**src/rtl/pwd_pkg.sv**
```systemverilog
package pwd_pkg;
  // Bit positions inside the control register
  localparam int STAT_BIT = 0;
  localparam int EN_BIT   = 1;

  // Strobes from decode control to the register datapath
  typedef struct packed {
    logic baseWr;
    logic ctrlWr;
    logic rdBase;
    logic rdCtrl;
    logic conflictSet;
  } strobe_t;
endpackage

```
**src/rtl/pwd_ctrl.sv**
```systemverilog
module pwd_ctrl
  import pwd_pkg::*;
#(
  parameter int ADDR_W   = 24,
  parameter int WIN_BITS = 12,
  parameter int FC_W     = 3,
  parameter logic [ADDR_W-1:0] BASE_ADDR = 'h0000F2,
  parameter logic [ADDR_W-1:0] CTRL_ADDR = 'h0000F4,
  parameter logic [FC_W-1:0]   SUP_FC    = 3'b101,
  localparam int TAG_W = ADDR_W - WIN_BITS
) (
  input  logic              busReq,
  input  logic [ADDR_W-1:0] busAddr,
  input  logic              busWrite,
  input  logic [FC_W-1:0]   busFc,
  input  logic              extAck,
  input  logic [TAG_W-1:0]  baseTag,
  input  logic              baseValid,
  input  logic              conflictEn,
  output strobe_t           strb,
  output logic              periphSel,
  output logic              regHit,
  output logic              busErr
);
  logic hitBase, hitCtrl, supData, tagMatch;

  always_comb begin
    hitBase  = (busAddr == BASE_ADDR);
    hitCtrl  = (busAddr == CTRL_ADDR);
    supData  = (busFc == SUP_FC);
    tagMatch = (busAddr[ADDR_W-1:WIN_BITS] == baseTag);

    regHit    = busReq && (hitBase || hitCtrl);
    // fixed registers win over the window
    periphSel = busReq && baseValid && tagMatch && !(hitBase || hitCtrl);
    busErr    = periphSel && extAck && conflictEn;

    strb.baseWr      = busReq && busWrite && supData && hitBase;
    strb.ctrlWr      = busReq && busWrite && supData && hitCtrl;
    strb.rdBase      = busReq && !busWrite && hitBase;
    strb.rdCtrl      = busReq && !busWrite && hitCtrl;
    strb.conflictSet = periphSel && extAck;
  end
endmodule

```
**src/rtl/pwd_datapath.sv**
```systemverilog
module pwd_datapath
  import pwd_pkg::*;
#(
  parameter int DATA_W = 16
) (
  input  logic              clk,
  input  logic              rstN,
  input  strobe_t           strb,
  input  logic [DATA_W-1:0] busWdata,
  output logic [DATA_W-1:0] baseReg,
  output logic              baseValid,
  output logic              conflictEn,
  output logic              conflictStatus,
  output logic [DATA_W-1:0] rdData
);
  always_ff @(posedge clk or negedge rstN) begin
    if (!rstN) begin
      baseReg        <= '0;
      baseValid      <= 1'b0;
      conflictEn     <= 1'b0;
      conflictStatus <= 1'b0;
    end else begin
      if (strb.baseWr) begin
        baseReg   <= busWdata;
        baseValid <= 1'b1;
      end
      if (strb.ctrlWr) conflictEn <= busWdata[EN_BIT];
      // a fresh conflict outranks a clearing write
      if (strb.conflictSet)
        conflictStatus <= 1'b1;
      else if (strb.ctrlWr && busWdata[STAT_BIT])
        conflictStatus <= 1'b0;
    end
  end

  always_comb begin
    rdData = '0;
    if (strb.rdBase) begin
      rdData = baseReg;
    end else if (strb.rdCtrl) begin
      rdData[STAT_BIT] = conflictStatus;
      rdData[EN_BIT]   = conflictEn;
    end
  end
endmodule

```
**src/rtl/periph_window_decoder.sv**
```systemverilog
module periph_window_decoder
  import pwd_pkg::*;
#(
  parameter int ADDR_W   = 24,
  parameter int DATA_W   = 16,
  parameter int WIN_BITS = 12,
  parameter int FC_W     = 3,
  parameter logic [ADDR_W-1:0] BASE_ADDR = 'h0000F2,
  parameter logic [ADDR_W-1:0] CTRL_ADDR = 'h0000F4,
  parameter logic [FC_W-1:0]   SUP_FC    = 3'b101
) (
  input  logic                clk,
  input  logic                rstN,
  input  logic                busReq,
  input  logic [ADDR_W-1:0]   busAddr,
  input  logic                busWrite,
  input  logic [FC_W-1:0]     busFc,
  input  logic [DATA_W-1:0]   busWdata,
  input  logic                extAck,
  output logic                periphSel,
  output logic [WIN_BITS-1:0] periphOffset,
  output logic                regHit,
  output logic [DATA_W-1:0]   rdData,
  output logic                busErr,
  output logic                conflictStatus
);
  localparam int TAG_W = ADDR_W - WIN_BITS;

  strobe_t           strb;
  logic [DATA_W-1:0] baseReg;
  logic [TAG_W-1:0]  baseTag;
  logic              baseValid;
  logic              conflictEn;

  assign baseTag      = baseReg[DATA_W-1 -: TAG_W];
  assign periphOffset = busAddr[WIN_BITS-1:0];

  pwd_ctrl #(
    .ADDR_W(ADDR_W), .WIN_BITS(WIN_BITS), .FC_W(FC_W),
    .BASE_ADDR(BASE_ADDR), .CTRL_ADDR(CTRL_ADDR), .SUP_FC(SUP_FC)
  ) u_ctrl (
    .busReq(busReq), .busAddr(busAddr), .busWrite(busWrite), .busFc(busFc),
    .extAck(extAck), .baseTag(baseTag), .baseValid(baseValid),
    .conflictEn(conflictEn), .strb(strb), .periphSel(periphSel),
    .regHit(regHit), .busErr(busErr)
  );

  pwd_datapath #(.DATA_W(DATA_W)) u_dp (
    .clk(clk), .rstN(rstN), .strb(strb), .busWdata(busWdata),
    .baseReg(baseReg), .baseValid(baseValid), .conflictEn(conflictEn),
    .conflictStatus(conflictStatus), .rdData(rdData)
  );
endmodule

```
**config.mk**
```make
export PLATFORM = sky130hd
export DESIGN_NAME = periph_window_decoder
export DESIGN_NICKNAME = d
export VERILOG_FILES = /design/src/rtl/pwd_pkg.sv /design/src/rtl/pwd_ctrl.sv /design/src/rtl/pwd_datapath.sv /design/src/rtl/periph_window_decoder.sv
export SDC_FILE = /design/constraint.sdc
export NUM_CORES = 1
export LEC_CHECK = 0
export BUFFER_PORTS_ARGS = -buffer_cell sky130_fd_sc_hd__buf_2
export CORE_MARGIN = 2
export CORE_UTILIZATION = 45
export CTS_BUF_LIST = sky130_fd_sc_hd__clkbuf_8
export DETAILED_ROUTE_END_ITERATION = 16
export GPL_ROUTABILITY_DRIVEN = 0
export GPL_TIMING_DRIVEN = 0
export HOLD_SLACK_MARGIN = 0.03
export PLACE_DENSITY = 0.95
export SLEW_MARGIN = 20
export SYNTH_ARGS = -nofsm -noshare
export SYNTH_HDL_FRONTEND = slang
export SYNTH_SLANG_ARGS = --single-unit
```
**constraint.sdc**
```tcl
create_clock -name clk -period 5.6 [get_ports clk]
set_input_delay 1.12 -clock clk [delete_from_list [all_inputs] [get_ports clk]]
set_output_delay 1.12 -clock clk [all_outputs]
set_load 0.05 [all_outputs]
```
-- Word-level counts from Yosys, hierarchy flattened
Cells that the tools add are included.
- bits in registers: 19
- input bits: 48
- equality and inequality tests: 4
- muxes and demuxes: 5
- reductions and logical operators: 18
- operator list (cell ; count):
    24-bit by 8-bit equality test with 1-bit output (second input constant) ; 2
    1-bit logical AND ; 14
    14-bit two-way mux ; 1
    12-bit equality test ; 1
    2-bit two-way mux ; 2
    3-bit equality test (second input constant) ; 1
    1-bit zero test ; 2
    1-bit two-way mux ; 2
    2-bit nonzero test ; 1
    1-bit logical OR ; 1

-- Logic depth before layout (Yosys ltp)
Gate-level depths: netlist (run 1).
- depth after elaboration: 6
- gate-level depth with buffers: 6
- mapped depth without buffers: 4

-- Cells and area by module
A second synthesis (run 1) with hierarchy kept.
- cells, all modules: 120
- area total of the unflattened synthesis: 1291.2 µm²
- modules (own cells, without submodules) (module ; times used ; cells an instance ; area each (µm²) ; seq. area each (µm²)):
    pwd_datapath ; 1 ; 62 ; 865.8 ; 475.5
    pwd_ctrl ; 1 ; 46 ; 335.3 ; 0.0
    periph_window_decoder ; 1 ; 12 ; 90.1 ; 0.0

-- Worst setup path before layout (run 1)
Ideal clock, no wire load.
- path type: input port to output port
- start: input busAddr[17]
- end: output busErr
- data arrival time: 3.407 ns
- data required time: 4.480 ns
- slack: 1.073 ns
- stages on the path: 4
- buffers on the path: 0
- cells stage by stage: xnor2_1 -> nand4_1 -> or4_1 -> nor4_1
- word-level cells in the longest chain between the ends: 6
- ends and longest elaborated chain (element ; RTL line ; RTL):
    from (decl) ; periph_window_decoder.sv:15 ; input logic [ADDR_W-1:0] busAddr,
    24-bit by 8-bit equality test with 1-bit output, on equally long branches ; pwd_ctrl.sv:28, pwd_ctrl.sv:29 ;
    1-bit logical OR ; pwd_ctrl.sv:35 ; periphSel = busReq && baseValid && tagMatch && !(hitBase || hitCtrl);
    1-bit zero test ; pwd_ctrl.sv:35 ;
    1-bit logical AND * ; pwd_ctrl.sv:35 ;
    1-bit logical AND * (2 in a row) ; pwd_ctrl.sv:36 ; busErr = periphSel && extAck && conflictEn;
    to (decl) ; periph_window_decoder.sv:24 ; output logic busErr,
Mark *: on every way between the ends. The rest lies on a longest branch, timed or not.

-- Final worst setup path (run 1)
- start: input busAddr[16]
- end: output rdData[3]
- word-level cells in the longest chain between the ends: 3
- ends and longest elaborated chain (element ; RTL line ; RTL):
    24-bit by 8-bit equality test with 1-bit output ; pwd_ctrl.sv:28 ; hitBase = (busAddr == BASE_ADDR);
    1-bit logical AND ; pwd_ctrl.sv:40 ; strb.rdBase = busReq && !busWrite && hitBase;
    14-bit two-way mux ; pwd_datapath.sv:38 ; if (strb.rdBase) begin
    to (decl) ; periph_window_decoder.sv:23 ; output logic [DATA_W-1:0] rdData,
No other way between the ends.

==> results of run 1 <==
-- power breakdown --
group	switching (W)	internal (W)	leakage (nW)	total, W
Combinational	0.0000382	0.0000261	0.725	0.0000643
Sequential	0.0000000000148	0.000137	0.266	0.000137
Clock	0.0000495	0.0000496	0.0255	0.0000991
-- worst paths after layout --
kind | start | to
setup / recovery | busAddr[16] | rdData[3]
hold reg to reg | u_dp.baseReg[3] | u_dp.baseReg[3]
max in group asynchronous | rstN | u_dp.baseReg[3]
setup reg to reg | u_dp.baseReg[6] | u_dp.conflictStatus
min in group asynchronous | rstN | u_dp.baseReg[2]
hold / removal | u_dp.baseReg[3] | u_dp.baseReg[3]
-- synth_stat cells (3+ instances only) --
cell     number  area [um2]
and3_1       15        93.8
mux2_2        6        67.6
nand3_1       4        20.0
mux2_1       11         124
inv_1         3        11.3
buf_4        12        90.1
nor2_1        3        11.3
dfrtp_1      19         475
nor2b_1       5        31.3
xnor2_1      12         105
-- layout make-up --
type                       instances  share of cell area
clock buffer                       3              0.0234
sequential                        19               0.270
clock inverter                     1             0.00284
multi-input combinational         77               0.387
timing repair buffer              79               0.224
tap                               31              0.0220
inverter                           3             0.00638
buffer                            16              0.0645
-- per-stage QoR --
step | worst slack, ns | power, W | std cells | util | hold slack (ns)
after CTS | 1.49 | 0.000300 | 229 | 0.645 | 0.491
after detailed placement | 1.49 | 0.000204 | 225 | 0.628 | 0.474
final | 1.50 | 0.000300 | 229 | 0.645 | 0.487
after floorplan | 1.07 | 0.000173 | 115 | - | 0.439
after global routing | 1.37 | 0.000310 | 229 | 0.645 | 0.516
after global placement | 1.56 | 0.000202 | 225 | 0.628 | 0.455
-- registers in the layout, indices dropped and copies added, names as in the netlist --
name                 flops
u_dp.conflictEn          1
u_dp.baseValid           1
u_dp.conflictStatus      1
u_dp.baseReg            16
-- metal layers --
metal	up-vias	GRT usage	wire length, um
met5	-	0	0
met4	0	0.0731	45
met3	7	0.0612	280
met2	53	0.367	1770
met1	548	0.255	1370
li1	572	-	-
-- critical path, stage by stage --
cell and delay [ns]:
buf_2 0.13, nor4_4 0.36, nand4_4 0.22, nor4b_4 0.42
buf_2 0.27, and3_1 0.19, buf_2 0.26
-- cell families after synthesis --
kind of cell	share of synthesized area
AND/OR/NAND/NOR	0.277
XOR/XNOR	0.0819
buffers and inverters	0.0975
multiplexers	0.149
AO/OA/AOI/OAI	0.0244
flip-flops	0.370
==> results.sh, run 1 <==
export IMPL_tns_ns=0
export IMPL_clock_path_buffers=2
export IMPL_cp_end_kind="output port"
export IMPL_postCtsSetupBuffers=0
export IMPL_portBuffers=79
export IMPL_antenna_found_initial=0
export IMPL_core_region_area_um2=2730
export IMPL_reg2regPathDepth=4
export IMPL_multi_input_area_um2=683
export IMPL_synth_area_um2=1280
export IMPL_nets=247
export IMPL_syn_num_nets=163
export IMPL_hpwlAfterDp_um=2800
export IMPL_fmax_ghz=0.244
export IMPL_synthArstFlopShare=1.00
export IMPL_ant_nets=0
export IMPL_hold_violations=0
export IMPL_ir_drop_uv=175
export IMPL_cts_max_level=1
export IMPL_num_vias=1180
export IMPL_outcome="complete, no violations"
export IMPL_grt_max_degree=20
export IMPL_synth_warnings=0
export IMPL_path_class="input pin to output port"
export IMPL_cts_buffers=3
export IMPL_cp_start_kind="input pin"
export IMPL_power_density_nw_per_um2=170
export IMPL_yosys_most_used_dff="dfrtp_1"
export IMPL_finalCriticalPeriod_ns=4.10
export IMPL_drive_gt1_frac=0.556
export IMPL_vias_per_cell=5.15
export IMPL_slew_viol_final=0
export IMPL_setup_violations=0
export IMPL_reg2reg_slack_ns=3.92
export IMPL_ys_seq_elements=19
export IMPL_regArea_um2=475
export IMPL_synthCells=115
export IMPL_arrival_ns=2.98
export IMPL_start_util=0.470
export IMPL_routed_wl_um=3460
export IMPL_drc=0
export IMPL_area_growth_pct=37.4
export IMPL_min_path_cells=1
export IMPL_fillers=225
export IMPL_holdBufCountCts=0
export IMPL_wl_per_cell_um=15.1
export IMPL_diodes=0
export IMPL_worst_slew_pin_slew_ns=0.455
export IMPL_cts_tree="done"
export IMPL_p_leak_nw=1.02
export IMPL_ios=80
export IMPL_die_h_um=57.4
export IMPL_relSlewSlack=0.696
export IMPL_clk_latency_ns=0.26
export IMPL_fp_dieArea_um2=3300
export IMPL_rsz0062_at_grt="no"
export IMPL_drt_pass1_iter_count=4
export IMPL_grt_overflow_total=0
export IMPL_avgSynthCellArea_um2=11.2
export IMPL_grt_pass1_vias=1168
export IMPL_clockRootBuffer="clkbuf_8"
export IMPL_synth_edf_count=0
export IMPL_cp_data_required_time_ns=4.48
export IMPL_final_area_um2=1760
export IMPL_drv_cap=0
export IMPL_path_clk_slew_ns=0.07
export IMPL_drt_iter0_drc=25
export IMPL_hold_class="flip-flop to flip-flop"
export IMPL_grt_pass1_wl_um=5370
export IMPL_fp_dieW_um=57.4
export IMPL_worst_clock_skew_ns=0.00222
export IMPL_layout_commonest_cell="buf_2"
export IMPL_ys_seq_area_frac=0.370
export IMPL_ys_types=28
export IMPL_final_period_utilization=0.732
export IMPL_row_count=19
export IMPL_dpl_instance_area_um2=1720
export IMPL_cts_sinks=19
export IMPL_cts_resized=0
export IMPL_path_max_fanout=10
export IMPL_grt_total_usage=0.214
export IMPL_mostFrequentLayoutCells="buf_2, dfrtp_1, and3_1, xnor2_1, buf_4"
Power figures use the tool's default switching activity.
==> run 2, diff against run 1 <==
--- a/config.mk
+++ b/config.mk
@@ -7,13 +7,13 @@
 export LEC_CHECK = 0
 export BUFFER_PORTS_ARGS = -buffer_cell sky130_fd_sc_hd__buf_2
 export CORE_MARGIN = 2
-export CORE_UTILIZATION = 45
+export CORE_UTILIZATION = 40
 export CTS_BUF_LIST = sky130_fd_sc_hd__clkbuf_8
 export DETAILED_ROUTE_END_ITERATION = 16
 export GPL_ROUTABILITY_DRIVEN = 0
 export GPL_TIMING_DRIVEN = 0
 export HOLD_SLACK_MARGIN = 0.03
-export PLACE_DENSITY = 0.95
+export PLACE_DENSITY = 0.9
 export SLEW_MARGIN = 20
 export SYNTH_ARGS = -nofsm -noshare
 export SYNTH_HDL_FRONTEND = slang
==> constraint.sdc (replaced) <==
create_clock -name clk -period 3.45 [get_ports clk]
set_input_delay 0.69 -clock clk [delete_from_list [all_inputs] [get_ports clk]]
set_output_delay 0.69 -clock clk [all_outputs]
set_load 0.05 [all_outputs]
==> run 2 against run 1 <==
Critical path depth stayed put; non-clock buffer count stayed put; clock-buffer cell count stayed put; sequential power is 63% higher; die area is 12% higher; combinational power is 63% higher; routed wire length is 3.6% lower; register-to-register slack worse by 2.1 ns; cell area is 1.6% higher; clock power is 53% higher; largest power group unchanged.
==> results.sh, run 2 (same netlist as run 1, synthesis figures left out) <==
export IMPL_reg2regPathDepth=4
export IMPL_routed_wl_um=3330
export IMPL_cp_num_cells=7
export IMPL_critPathLaunch="busAddr[14]"
export IMPL_cts_buffers=3
export IMPL_clock_path_buffers=2
export IMPL_holdBufCountCts=0
export IMPL_drive_gt1_frac=0.561
export IMPL_nets=247
export IMPL_tns_ns=0
export IMPL_critPathBufInv=3
export IMPL_grt_max_degree=20
export IMPL_arrival_ns=2.50
export IMPL_top_register="u_dp.baseReg"
export IMPL_path_max_fanout=10
export IMPL_path_clk_slew_ns=0.07
export IMPL_crit_family="simple AND/OR/NAND/NOR gates"
export IMPL_cts_tree="done"
export IMPL_worst_clock_skew_ns=0.00270
export IMPL_setup_violations=0
export IMPL_finalCriticalPeriod_ns=3.19
export IMPL_fp_dieArea_um2=3680
export IMPL_fmax_ghz=0.313
export IMPL_cts_sinks=19
export IMPL_row_count=20
export IMPL_cts_resized=0
export IMPL_p_leak_nw=1.02
export IMPL_rsz0062_at_grt="no"
export IMPL_drt_pass1_iter_count=4
export IMPL_die_h_um=60.7
export IMPL_fp_dieW_um=60.7
export IMPL_r2r_start="u_dp.baseReg[10]"
export IMPL_grt_total_usage=0.196
export IMPL_cp_start_kind="input pin"
export IMPL_diodes=0
export IMPL_worst_slew_pin_slew_ns=0.477
export IMPL_postCtsSetupBuffers=0
export IMPL_crit_top_cell="buf_2"
export IMPL_rr_endpoint="u_dp.conflictStatus"
export IMPL_final_period_utilization=0.926
export IMPL_cp_data_required_time_ns=2.76
export IMPL_clk_latency_ns=0.25
export IMPL_cp_slowest_cell="nor4b_4"
export IMPL_crit_chain="buf_2 -> nor4b_4 -> nand4_4 -> nor4b_4 -> buf_2 -> and3_1 -> buf_2"
export IMPL_grt_pass1_wl_um=5210
export IMPL_hold_violations=0
export IMPL_portBuffers=79
export IMPL_drv_cap=0
export IMPL_area_growth_pct=39.6
export IMPL_start_util=0.420
export IMPL_relSlewSlack=0.681
export IMPL_vias_per_cell=4.81
export IMPL_final_cells=242
export IMPL_hpwlAfterDp_um=2760
export IMPL_cp_end_kind="output port"
export IMPL_grt_overflow_total=0
export IMPL_ant_nets=0
export IMPL_num_vias=1165
export IMPL_grt_pass1_vias=1107
export IMPL_mostFrequentLayoutCells="buf_2, dfrtp_1, and3_1, xnor2_1, buf_4"
export IMPL_core_region_area_um2=3050
export IMPL_cts_max_level=1
export IMPL_outcome="complete, no violations"
export IMPL_fin_util=0.587
export IMPL_hold_class="input pin to async pin"
export IMPL_antenna_found_initial=0
export IMPL_largest_reg_flops=16
export IMPL_slew_viol_final=0
export IMPL_wl_per_cell_um=13.8
export IMPL_ios=80
export IMPL_critPathMaxStageDelay_ns=0.45
export IMPL_layout_commonest_cell="buf_2"
export IMPL_path_class="input pin to output port"
export IMPL_drc=0
export IMPL_placed_cells=238
export IMPL_power_density_nw_per_um2=267
export IMPL_reg2reg_slack_ns=1.82
export IMPL_clockRootBuffer="clkbuf_8"
export IMPL_critPathCapture="rdData[14]"
export IMPL_drt_iter0_drc=53
export IMPL_ir_drop_uv=132
[run 2: cell count changes in the layout (fill, tap and decap cells not counted)]
cell	previous run	this run
clkinv_2	1	0
inv_1	3	4
nor4_1	2	1
nor4_2	0	1
nor4b_1	1	0
nor4b_2	0	1
[run 2: power by group]
group	switching (W)	leakage, nW	internal, W
Sequential	0.0000000000226	0.266	0.000223
Clock	0.0000726	0.0269	0.0000790
Combinational	0.0000621	0.726	0.0000424
[run 2: through the flow]
stage	total power, W	hold slack [ns]	instance area (um2)	setup slack (ns)
floorplan	0.000282	0.394	1300	0.295
global placement	0.000330	0.454	1750	0.253
detailed placement	0.000332	0.468	1750	0.241
CTS	0.000486	0.384	1790	0.243
global route	0.000501	0.408	1790	0.108
finish	0.000479	0.372	1790	0.257
[run 2: worst min path at each step]
stage,from,to,slack [ns],depth (start not counted)
CTS,rstN,u_dp.baseReg[15],0.38,1
global placement,u_dp.baseValid,u_dp.baseValid,0.45,1
global route,rstN,u_dp.conflictStatus,0.41,1
detailed placement,u_dp.baseReg[3],u_dp.baseReg[3],0.47,1
floorplan,rstN,u_dp.baseReg[0],0.39,0
finish,rstN,u_dp.baseReg[7],0.37,1
[run 2: layer usage]
metal	vias to the layer above	global-route usage	wire length [um]
li1	566	-	-
met1	552	0.234	1350
met2	43	0.349	1730
met3	4	0.0235	202
met4	0	0.0932	53
met5	-	0	0
[run 2: area by class of cell]
class,count,area (um2)
buffer,16,114
clock buffer,3,41.3
clock inverter,1,3.75
fill,280,1260
inverter,3,11.3
multi-input combinational,77,696
sequential,19,475
tap,44,55.1
timing repair buffer,79,395
[run 2: worst register-to-register path, stage by stage, from the launching register on]
cell	delay [ns]
dfrtp_1	0.40
xnor2_1	0.20
nand4_1	0.13
or4_1	0.55
o31ai_1	0.25
==> run 3, diff against run 2 <==
--- a/config.mk
+++ b/config.mk
@@ -11,7 +11,6 @@
 export CTS_BUF_LIST = sky130_fd_sc_hd__clkbuf_8
 export DETAILED_ROUTE_END_ITERATION = 16
 export GPL_ROUTABILITY_DRIVEN = 0
-export GPL_TIMING_DRIVEN = 0
 export HOLD_SLACK_MARGIN = 0.03
 export PLACE_DENSITY = 0.9
 export SLEW_MARGIN = 20
==> run 3 against run 2 <==
Die area stayed put; sequential power is essentially flat; total power decreased by 2.4%; sequential share of layout area increased by 1.4 points; non-clock buffer count shrank 13; utilization is 3.0 points lower; critical path depth unchanged.
==> results.sh, run 3 (same netlist as run 1, synthesis figures left out) <==
export IMPL_outcome="complete, no violations"
export IMPL_clock_path_buffers=2
export IMPL_drt_pass1_iter_count=4
export IMPL_largest_reg_flops=16
export IMPL_fmax_ghz=0.316
export IMPL_row_count=20
export IMPL_clockRootBuffer="clkbuf_8"
export IMPL_start_util=0.420
export IMPL_holdBufCountCts=0
export IMPL_routed_wl_um=3190
export IMPL_clk_latency_ns=0.25
export IMPL_reg2regPathDepth=4
export IMPL_cp_start_kind="input pin"
export IMPL_met1_usage=0.232
export IMPL_arrival_ns=2.47
export IMPL_pre_cts_slack_ns=0.308
export IMPL_fillers=277
export IMPL_hold_class="input pin to async pin"
export IMPL_worst_clock_skew_ns=0.00377
export IMPL_cts_max_level=1
export IMPL_drt_iter0_drc=39
export IMPL_wl_per_cell_um=13.9
export IMPL_multi_input_area_um2=696
export IMPL_relSlewSlack=0.681
export IMPL_p_leak_nw=0.963
export IMPL_postCtsSetupBuffers=0
export IMPL_path_clk_slew_ns=0.07
export IMPL_hold_violations=0
export IMPL_path_class="input pin to output port"
export IMPL_grt_pass1_wl_um=4890
export IMPL_rsz0062_at_grt="no"
export IMPL_regArea_um2=475
export IMPL_hpwlAfterDp_um=2650
export IMPL_tns_ns=0
export IMPL_grt_busiest_layer="met2"
export IMPL_core_region_area_um2=3050
export IMPL_setup_violations=0
export IMPL_ir_drop_uv=139
export IMPL_diodes=0
export IMPL_fin_util=0.557
export IMPL_grt_util_met3=0.0213
export IMPL_grt_pass1_vias=1015
export IMPL_cts_resized=0
export IMPL_cp_data_required_time_ns=2.76
export IMPL_cp_end_kind="output port"
export IMPL_antenna_found_initial=0
export IMPL_top_register="u_dp.baseReg"
export IMPL_drc=0
export IMPL_finalCriticalPeriod_ns=3.16
export IMPL_ios=80
export IMPL_ant_nets=0
export IMPL_cts_sinks=19
export IMPL_slew_viol_final=0
export IMPL_cts_buffers=3
export IMPL_worst_slew_pin_slew_ns=0.478
export IMPL_grt_max_degree=20
export IMPL_drv_cap=0
export IMPL_layout_commonest_cell="buf_2"
export IMPL_die_h_um=60.7
export IMPL_vias_per_cell=4.91
export IMPL_mostFrequentLayoutCells="buf_2, dfrtp_1, and3_1, xnor2_1, mux2_1"
export IMPL_grt_total_usage=0.185
export IMPL_power_density_nw_per_um2=275
export IMPL_path_max_fanout=9
export IMPL_drive_gt1_frac=0.541
export IMPL_fp_dieW_um=60.7
export IMPL_area_growth_pct=32.5
export IMPL_cts_tree="done"
export IMPL_final_period_utilization=0.917
export IMPL_nets=234
export IMPL_grt_util_met2=0.323
export IMPL_grt_overflow_total=0
export IMPL_fp_dieArea_um2=3680
export IMPL_portBuffers=79
export IMPL_num_vias=1125
export IMPL_worst_slack_ns=0.288
[run 3: cell count changes in the layout (fill, tap and decap cells not counted)]
cell | previous run | this run
buf_2 | 80 | 79
clkbuf_1 | 2 | 0
buf_4 | 12 | 3
buf_6 | 1 | 0
[run 3: layout make-up]
class | count | share of cell area
Clock inverter | 1 | 0.00221
Clock buffer | 3 | 0.0243
Multi-Input combinational cell | 77 | 0.409
Inverter | 3 | 0.00662
Sequential cell | 19 | 0.280
Timing Repair Buffer | 82 | 0.246
Tap cell | 44 | 0.0324
[run 3: power by group]
group          internal [W]     switching, W  leakage [nW]  total (W)
Combinational     0.0000345        0.0000598         0.670  0.0000942
Sequential         0.000223  0.0000000000239         0.266   0.000223
Clock             0.0000789        0.0000716        0.0269   0.000150
Total              0.000336         0.000131         0.963   0.000467
[run 3: path summary, 6_finish.rpt]
| kind | slack (ns) | end | startpoint |
|---|---|---|---|
| min in group clk | 0.49 | u_dp.baseReg[1] | u_dp.baseReg[1] |
| setup / recovery | 0.29 | rdData[13] | busAddr[10] |
| hold reg to reg | 0.49 | u_dp.baseReg[1] | u_dp.baseReg[1] |
| setup reg to reg | 1.81 | u_dp.conflictStatus | u_dp.baseReg[4] |
| max in group asynchronous | 2.77 | u_dp.baseReg[8] | rstN |
| hold / removal | 0.37 | u_dp.baseReg[4] | rstN |
[run 3: per-stage QoR]
stage | hold slack [ns] | std cells | area, um2 | total power (W)
3_5_place_dp | 0.475 | 225 | 1660 | 0.000321
5_1_grt | 0.397 | 229 | 1700 | 0.000493
2_1_floorplan | 0.394 | 115 | 1300 | 0.000282
6_report | 0.368 | 229 | 1700 | 0.000467
3_3_place_gp | 0.455 | 225 | 1660 | 0.000320
4_1_cts | 0.387 | 229 | 1700 | 0.000471
[run 3: layer usage]
layer  vias to the layer above  share of wire
met2                        43           0.51
met3                         2          0.056
li1                        541              -
met5                         -              0
met1                       539           0.42
met4                         0          0.013
[run 3: worst max-delay path, cell delays in order]
cell	delay [ns]
buf_2	0.10
nor4_1	0.31
nand2_1	0.27
nor4b_4	0.42
buf_4	0.24
and3_1	0.17
buf_2	0.27
